`src/rtl/cmp_exec_pkg.sv`:
```
// Shared definitions for the compact decode-execute unit.
// Assumes the compact register fields are four bits wide.
package cmp_exec_pkg;
    localparam int FIELD_W = 4;

    typedef enum logic [3:0] {
        OPK_LOAD, OPK_STORE, OPK_ADD, OPK_ADDI, OPK_MOVI,
        OPK_MOV, OPK_RET, OPK_NOP, OPK_UNSUP, OPK_ILL
    } op_kind_e;

    typedef struct packed {
        op_kind_e           kind;
        logic [FIELD_W-1:0] rd;
        logic [FIELD_W-1:0] ra;
        logic [FIELD_W-1:0] rb;
        logic               use_rb;
        logic               wr;
    } dec_t;
endpackage

```
`src/rtl/cmp_decoder.sv`:
```
// Length decode and compact-instruction field decode.
// Purely combinational. Assumes the opcode sits in word[3:0] and that,
// in compact words, t, s and r are the next three nibbles in that order.
module cmp_decoder
    import cmp_exec_pkg::*;
#(
    parameter int XLEN = 32
) (
    input  logic [23:0]     word_i,
    output logic [1:0]      len_o,
    output dec_t            dec_o,
    output logic [XLEN-1:0] imm_o
);
    logic [3:0] op, ft, fs, fr;
    assign op = word_i[3:0];
    assign ft = word_i[7:4];
    assign fs = word_i[11:8];
    assign fr = word_i[15:12];

    // Length: the top bit of the opcode nibble selects the compact form
    assign len_o = op[3] ? 2'd2 : 2'd3;

    // Field decode: select the operation kind, operands and immediate
    always_comb begin
        dec_o = '{kind: OPK_ILL, rd: '0, ra: '0, rb: '0, use_rb: 1'b0, wr: 1'b0};
        imm_o = '0;
        if (!op[3]) begin
            dec_o.kind = OPK_UNSUP;
        end else begin
            case (op)
                4'd8: begin
                    dec_o.kind = OPK_LOAD;
                    dec_o.rd   = ft;
                    dec_o.ra   = fs;
                    imm_o      = {{(XLEN-6){1'b0}}, fr, 2'b00};
                end
                4'd9: begin
                    dec_o.kind = OPK_STORE;
                    dec_o.ra   = fs;
                    dec_o.rb   = ft;
                    imm_o      = {{(XLEN-6){1'b0}}, fr, 2'b00};
                end
                4'd10: begin
                    dec_o.kind   = OPK_ADD;
                    dec_o.rd     = fr;
                    dec_o.ra     = fs;
                    dec_o.rb     = ft;
                    dec_o.use_rb = 1'b1;
                    dec_o.wr     = 1'b1;
                end
                4'd11: begin
                    dec_o.kind = OPK_ADDI;
                    dec_o.rd   = fr;
                    dec_o.ra   = fs;
                    dec_o.wr   = 1'b1;
                    imm_o      = (ft == 4'd0) ? {XLEN{1'b1}} : {{(XLEN-4){1'b0}}, ft};
                end
                4'd12: begin
                    if (!ft[3]) begin
                        dec_o.kind = OPK_MOVI;
                        dec_o.rd   = fs;
                        dec_o.wr   = 1'b1;
                        imm_o      = {{(XLEN-7){ft[2] & ft[1]}}, ft[2:0], fr};
                    end else begin
                        dec_o.kind = OPK_UNSUP;
                    end
                end
                4'd13: begin
                    if (fr == 4'd0) begin
                        dec_o.kind = OPK_MOV;
                        dec_o.rd   = ft;
                        dec_o.ra   = fs;
                        dec_o.wr   = 1'b1;
                    end else if (fr == 4'd15) begin
                        case (ft)
                            4'd0:       dec_o.kind = OPK_RET;
                            4'd3:       dec_o.kind = OPK_NOP;
                            4'd1, 4'd2: dec_o.kind = OPK_UNSUP;
                            default:    dec_o.kind = OPK_ILL;
                        endcase
                    end
                end
                default: dec_o.kind = OPK_ILL;
            endcase
        end
    end

    // Guard on the move-immediate range
    always_comb begin
        if (dec_o.kind == OPK_MOVI) begin

            movi_range_chk: assert ($signed(imm_o) >= -32 && $signed(imm_o) <= 95);
        end
    end
endmodule

```
`src/rtl/cmp_regfile.sv`:
```
// Register file with two combinational read ports and one write port.
// Assumes at most one write per cycle; cleared by synchronous reset.
module cmp_regfile #(
    parameter int XLEN = 32,
    parameter int NREG = 16
) (
    input  logic                    clk,
    input  logic                    rst_n,
    input  logic                    we_i,
    input  logic [$clog2(NREG)-1:0] widx_i,
    input  logic [XLEN-1:0]         wdata_i,
    input  logic [$clog2(NREG)-1:0] ra_idx_i,
    input  logic [$clog2(NREG)-1:0] rb_idx_i,
    output logic [XLEN-1:0]         ra_o,
    output logic [XLEN-1:0]         rb_o
);
    localparam int IDX_W = $clog2(NREG);

    logic [XLEN-1:0] regs [NREG];

    for (genvar g = 0; g < NREG; g++) begin : g_reg
        // Entry g: clear on reset, load on a matching write
        always_ff @(posedge clk) begin
            if (!rst_n)
                regs[g] <= '0;
            else if (we_i && widx_i == IDX_W'(g))
                regs[g] <= wdata_i;
        end
    end

    assign ra_o = regs[ra_idx_i];
    assign rb_o = regs[rb_idx_i];
endmodule

```
`src/rtl/cmp_lsu.sv`:
```
// Load/store issue: sends one-cycle memory requests, tracks the single
// outstanding load and presents its write-back. Assumes the caller does
// not start a new access while busy_o is high.
module cmp_lsu #(
    parameter int XLEN  = 32,
    parameter int IDX_W = 4
) (
    input  logic             clk,
    input  logic             rst_n,
    input  logic             ld_go_i,
    input  logic             st_go_i,
    input  logic [XLEN-1:0]  addr_i,
    input  logic [XLEN-1:0]  wdata_i,
    input  logic [IDX_W-1:0] ld_rd_i,
    input  logic             rsp_valid_i,
    input  logic [XLEN-1:0]  rsp_data_i,
    output logic             req_valid_o,
    output logic             req_we_o,
    output logic [XLEN-1:0]  req_addr_o,
    output logic [XLEN-1:0]  req_wdata_o,
    output logic             busy_o,
    output logic             wb_valid_o,
    output logic [IDX_W-1:0] wb_idx_o,
    output logic [XLEN-1:0]  wb_data_o
);
    logic [IDX_W-1:0] pend_rd;

    // Request register: one-cycle pulse with its address and data
    always_ff @(posedge clk) begin
        if (!rst_n) begin
            req_valid_o <= 1'b0;
            req_we_o    <= 1'b0;
            req_addr_o  <= '0;
            req_wdata_o <= '0;
        end else begin
            req_valid_o <= ld_go_i | st_go_i;
            if (ld_go_i | st_go_i) begin
                req_we_o    <= st_go_i;
                req_addr_o  <= addr_i;
                req_wdata_o <= st_go_i ? wdata_i : '0;
            end
        end
    end

    // Outstanding-load tracker: set on issue, cleared by the response
    always_ff @(posedge clk) begin
        if (!rst_n) begin
            busy_o  <= 1'b0;
            pend_rd <= '0;
        end else if (ld_go_i) begin
            busy_o  <= 1'b1;
            pend_rd <= ld_rd_i;
        end else if (busy_o && rsp_valid_i) begin
            busy_o <= 1'b0;
        end
    end

    assign wb_valid_o = busy_o & rsp_valid_i;
    assign wb_idx_o   = pend_rd;
    assign wb_data_o  = rsp_data_i;


    busy_hold_chk: assert property (@(posedge clk) disable iff (!rst_n)
        (busy_o && !rsp_valid_i) |=> busy_o);

    load_req_chk: assert property (@(posedge clk) disable iff (!rst_n)
        $rose(busy_o) |-> (req_valid_o && !req_we_o));
endmodule

```
`src/rtl/cmp_exec_unit.sv`:
```
// Top of the compact decode-execute unit. It accepts an instruction when
// fetch_valid_i is high and no load is pending, executes it through the
// register file and the load/store issue logic, and reports completion
// one cycle later (a load completes one cycle after its response).
module cmp_exec_unit
    import cmp_exec_pkg::*;
#(
    parameter int XLEN = 32
) (
    input  logic            clk,
    input  logic            rst_n,
    input  logic            fetch_valid_i,
    input  logic [23:0]     fetch_word_i,
    output logic [1:0]      inst_len_o,
    output logic            busy_o,
    output logic            mem_req_valid_o,
    output logic            mem_req_we_o,
    output logic [XLEN-1:0] mem_req_addr_o,
    output logic [XLEN-1:0] mem_req_wdata_o,
    input  logic            mem_rsp_valid_i,
    input  logic [XLEN-1:0] mem_rsp_data_i,
    output logic            pc_adv_o,
    output logic            jump_valid_o,
    output logic [XLEN-1:0] jump_target_o,
    output logic            illegal_o,
    output logic            unsupported_o
);
    localparam int NREG  = 1 << FIELD_W;
    localparam int IDX_W = FIELD_W;

    dec_t            dec;
    logic [XLEN-1:0] imm, ra_val, rb_val, opb, sum, alu_res, rf_wdata;
    logic [IDX_W-1:0] rf_widx, wb_idx;
    logic            accept, rf_we, wb_valid, ld_go, st_go;
    logic [XLEN-1:0] wb_data;

    cmp_decoder #(.XLEN(XLEN)) u_dec (
        .word_i (fetch_word_i),
        .len_o  (inst_len_o),
        .dec_o  (dec),
        .imm_o  (imm)
    );

    assign accept = fetch_valid_i & ~busy_o;
    assign ld_go  = accept & (dec.kind == OPK_LOAD);
    assign st_go  = accept & (dec.kind == OPK_STORE);

    // Operand select and result mux for register-writing operations
    assign opb = dec.use_rb ? rb_val : imm;
    assign sum = ra_val + opb;
    always_comb begin
        case (dec.kind)
            OPK_MOVI: alu_res = imm;
            OPK_MOV:  alu_res = ra_val;
            default:  alu_res = sum;
        endcase
    end

    assign rf_we    = wb_valid | (accept & dec.wr);
    assign rf_widx  = wb_valid ? wb_idx : dec.rd;
    assign rf_wdata = wb_valid ? wb_data : alu_res;

    cmp_regfile #(.XLEN(XLEN), .NREG(NREG)) u_rf (
        .clk      (clk),
        .rst_n    (rst_n),
        .we_i     (rf_we),
        .widx_i   (rf_widx),
        .wdata_i  (rf_wdata),
        .ra_idx_i (dec.ra),
        .rb_idx_i (dec.rb),
        .ra_o     (ra_val),
        .rb_o     (rb_val)
    );

    cmp_lsu #(.XLEN(XLEN), .IDX_W(IDX_W)) u_lsu (
        .clk         (clk),
        .rst_n       (rst_n),
        .ld_go_i     (ld_go),
        .st_go_i     (st_go),
        .addr_i      (sum),
        .wdata_i     (rb_val),
        .ld_rd_i     (dec.rd),
        .rsp_valid_i (mem_rsp_valid_i),
        .rsp_data_i  (mem_rsp_data_i),
        .req_valid_o (mem_req_valid_o),
        .req_we_o    (mem_req_we_o),
        .req_addr_o  (mem_req_addr_o),
        .req_wdata_o (mem_req_wdata_o),
        .busy_o      (busy_o),
        .wb_valid_o  (wb_valid),
        .wb_idx_o    (wb_idx),
        .wb_data_o   (wb_data)
    );

    // Completion pulses: one per accepted instruction, load on response
    always_ff @(posedge clk) begin
        if (!rst_n) begin
            pc_adv_o      <= 1'b0;
            jump_valid_o  <= 1'b0;
            jump_target_o <= '0;
            illegal_o     <= 1'b0;
            unsupported_o <= 1'b0;
        end else begin
            pc_adv_o      <= wb_valid | (accept & (dec.wr | st_go | (dec.kind == OPK_NOP)));
            jump_valid_o  <= accept & (dec.kind == OPK_RET);
            illegal_o     <= accept & (dec.kind == OPK_ILL);
            unsupported_o <= accept & (dec.kind == OPK_UNSUP);
            if (accept && dec.kind == OPK_RET)
                jump_target_o <= ra_val;
        end
    end


    one_completion_chk: assert property (@(posedge clk) disable iff (!rst_n)
        $onehot0({pc_adv_o, jump_valid_o, illegal_o, unsupported_o}));

    jump_target_chk: assert property (@(posedge clk) disable iff (!rst_n)
        (accept && dec.kind == OPK_RET) |=> (jump_valid_o && jump_target_o == $past(ra_val)));

    no_mem_on_flag_chk: assert property (@(posedge clk) disable iff (!rst_n)
        (illegal_o || unsupported_o) |-> !mem_req_valid_o);

    no_accept_busy_chk: assert property (@(posedge clk) disable iff (!rst_n)
        busy_o |=> !jump_valid_o && !illegal_o && !unsupported_o);
endmodule

```
`config.mk`:
```
export PLATFORM = sky130hd
export DESIGN_NAME = cmp_exec_unit
export DESIGN_NICKNAME = d
export VERILOG_FILES = /design/src/rtl/cmp_exec_pkg.sv /design/src/rtl/cmp_decoder.sv /design/src/rtl/cmp_regfile.sv /design/src/rtl/cmp_lsu.sv /design/src/rtl/cmp_exec_unit.sv
export SDC_FILE = /design/constraint.sdc
export NUM_CORES = 2
export LEC_CHECK = 0
export BUFFER_PORTS_ARGS = -buffer_cell sky130_fd_sc_hd__buf_2
export CAP_MARGIN = 20
export CELL_PAD_IN_SITES_DETAIL_PLACEMENT = 0
export CELL_PAD_IN_SITES_GLOBAL_PLACEMENT = 1
export CORE_AREA = 2 2 299 301
export DETAILED_ROUTE_END_ITERATION = 12
export DIE_AREA = 0 0 301 303
export PLACE_DENSITY_LB_ADDON = 0.12
export SYNTH_ARGS = -nofsm -noshare
export SYNTH_HDL_FRONTEND = slang
export SYNTH_HIERARCHICAL = 1
export SYNTH_SLANG_ARGS = --single-unit
```
`constraint.sdc`:
```
create_clock -name clk -period 7.05 [get_ports clk]
set_clock_uncertainty 0.05 [all_clocks]
set_input_delay 1.41 -clock clk [delete_from_list [all_inputs] [get_ports clk]]
set_output_delay 1.41 -clock clk [all_outputs]
set_load 0.02 [all_outputs]
```
==> impl_metrics.toml <==
[setup_path]
cp.required_ns = 7.50
crit_fanout = 16
endpoint_kind = "flip-flop"
worstPathArrival_ns = 7.03
startpoint_type = "input pin"
worstSetupPathType = "in2reg"

[sta]
maxSlewHeadroom_pct = 26.3
tns_ns = 0
post-route-min-period_ns = 6.57
max_freq_ghz = 0.152
grt_setup_unrepaired = "false"
setup_viol = 0
worst-slew-pin-transition_ns = 1.10
slew_viol_final = 0
period_share_pct = 93.3
final_hold_viol_count = 0

[clock_network]
cts_resized = 0
clock-root-buffer = "clkbuf_16"
cts_buffer_depth = 3
hold_buffers = 0
numCtsBuffers = 73
htree_levels = 3
post-cts-setup-buffers = 0
clkLatencyLatePin_ns = 0.64
cts.sinks = 619
clk_pin_slew_ns = 0.05
cts_tree = "done"

[global_route]
grt_pass1_wl_um = 173000
grt_pass1_vias = 24800
grt_usage_pct = 26.5
grt_max_degree = 101
antenna_found_initial = 3
grt_overflow = 0

[route]
first_iter_violations = 2421
antenna_left = 0
routed_via_density = 5.88
finalWirelength_um = 121000
first_pass_iters = 5
vias = 24700
remaining_drc_errors = 0
wire_per_inst_um = 28.9

[yosys]
synthFlopType = "edfxtp_1"
synth_area_leader_cell = "edfxtp_1"
synth_simple_gate_area_share_pct = 15.2
synth_top_family_by_area = "multiplexers"
synthTopCellsByArea = "edfxtp_1, mux4_2, and2_1"
synthesis.area_um2 = 35000
syn_nets = 2886
synthMuxAreaShare_pct = 18.7
ys_warn_count = 6
syn_avg_cell_area_um2 = 12.5
netlist_instances = 2794
synth-compound-area-share_pct = 9.20
async_reset_ff_share_pct = 0
seq_area_frac_synth_pct = 50.0
synth_xor_area_share_pct = 0.725
ys_types = 86
synth_top_area_share_pct = 43.9
synth_fa_ha_area_share_pct = 1.16
synth_seq_cells = 619
synth_edf_count = 512

[floorplanning]
die_y_um = 303
start_util_pct = 39.8
core_um2 = 88000
die_w_um = 301
pin_count = 165
dieArea_um2 = 91200
rows = 109

[power_and_ir_drop]
ir_drop_v = 0.000155
power_density_nw_per_um2 = 224
leakage_uw = 0.0148

[placed_design]
port_buffers = 155
place.gp.congestion = 0.899
post-dp-hpwl_um = 80200

[layout]
nets = 3065
drive_gt1_share_pct = 29.4
synthToLayoutAreaGrowth_pct = 15.6
layout.cells.most_common_list = "and2_1, edfxtp_1, mux4_2"
fin_util_pct = 46.0
layout_commonest_cell = "and2_1"

[job]
maxCapViolCount = 0

[outcome]
status = "finished, final reports clean"

[min_path]
hp-class = "reg2reg"
## synthesized netlist by cell type, drive strengths merged, types with 36 or more instances
library cell	n
and2	524
edfxtp	512
mux4	256
nand2	246
buf	156
clkbuf	155
a22oi	128
o21ai	118
dfxtp	107
nor2	74
a21oi	50
nand3	45
mux2i	40
a21boi	36
## final timing paths
kind | startpoint | endpoint | slack, ns | cells after the start
worst max-delay path | fetch_word_i[15] | u_rf/regs[0][28] | 0.48 | 20
worst min-delay path | u_lsu/req_addr_o[20] | u_lsu/req_addr_o[20] | 0.39 | 2
worst min register to register | u_lsu/req_addr_o[20] | u_lsu/req_addr_o[20] | 0.39 | 2
worst max register to register | u_rf/regs[10][1] | u_rf/regs[0][28] | 2.19 | 14
## final cells by class
type / count / area [µm²]
flip-flops and latches: 619 / 17500
repair buffers: 415 / 3070
clock inverters: 36 / 225
clock buffers: 97 / 2030
well taps: 1165 / 1460
diodes: 4 / 10.0
inverters: 23 / 86.3
multi-input cells: 1841 / 16100
fillers: 8045 / 47500
## through the flow
| stage | total power [µW] | cells | instance area (µm²) | hold WS (ns) | worst slack [ns] |
|---|---|---|---|---|---|
| detailed placement | 5490 | 4063 | 38200 | 0.386 | -0.0797 |
| global route | 9360 | 4196 | 40500 | 0.412 | 0.196 |
| floorplan | 4910 | 2794 | 35000 | 0.427 | 0.803 |
| global placement | 5470 | 4063 | 38200 | 0.385 | -0.0635 |
| CTS | 9110 | 4196 | 40500 | 0.396 | 0.557 |
| finish | 9050 | 4200 | 40500 | 0.393 | 0.475 |
## worst max-delay path: stages
cell	delay [ns]
buf_2	0.15
or4_4	0.59
o21ai_2	0.21
and2_4	0.22
buf_12	0.16
buf_12	0.18
buf_4	0.18
mux4_2	0.50
a22oi_1	0.28
nand2_1	0.26
ha_1	0.53
nand2_1	0.14
nor4_1	0.31
buf_4	0.19
nand4_1	0.14
nand3_1	0.22
a31oi_1	0.14
xnor2_1	0.31
o221a_1	0.63
and2_1	0.22
## sequential cells by signal, indices dropped and copies added, names as in the netlist
register and count:
u_rf/regs 512, jump_target_o 32, u_lsu/req_addr_o 32, u_lsu/req_wdata_o 32, u_lsu/wb_idx_o 4, illegal_o 1, jump_valid_o 1, pc_adv_o 1
u_lsu/busy_o 1, u_lsu/req_valid_o 1, u_lsu/req_we_o 1, unsupported_o 1
## per-layer routing
metal / global-route usage, % / vias up / wire (µm) / part of all wire [%]
met1: 35.6 / 12600 / 50300 / 41
li1: - / 10800 / - / -
met5: 0 / - / 0 / 0
met4: 6.82 / 0 / 2720 / 2.2
met3: 5.90 / 160 / 10900 / 9.0
met2: 43.6 / 1071 / 57300 / 47
## power by group
| group | leakage, µW | switching [µW] | internal [µW] |
|---|---|---|---|
| Sequential | 0.00615 | 56.9 | 4070 |
| Clock | 0.00111 | 1530 | 2100 |
| Combinational | 0.00759 | 809 | 493 |
## cells by family after synthesis
kind of cell	count (synthesis)
and+or+nand+nor	982
DFF	619
AOI/OAI and AO/OA	466
buffers and inverters	334
muxes	331
adders and majority gates	32
xor gates and xnor gates	29
other	1
Note: power is estimated with default switching activity, not from simulation.
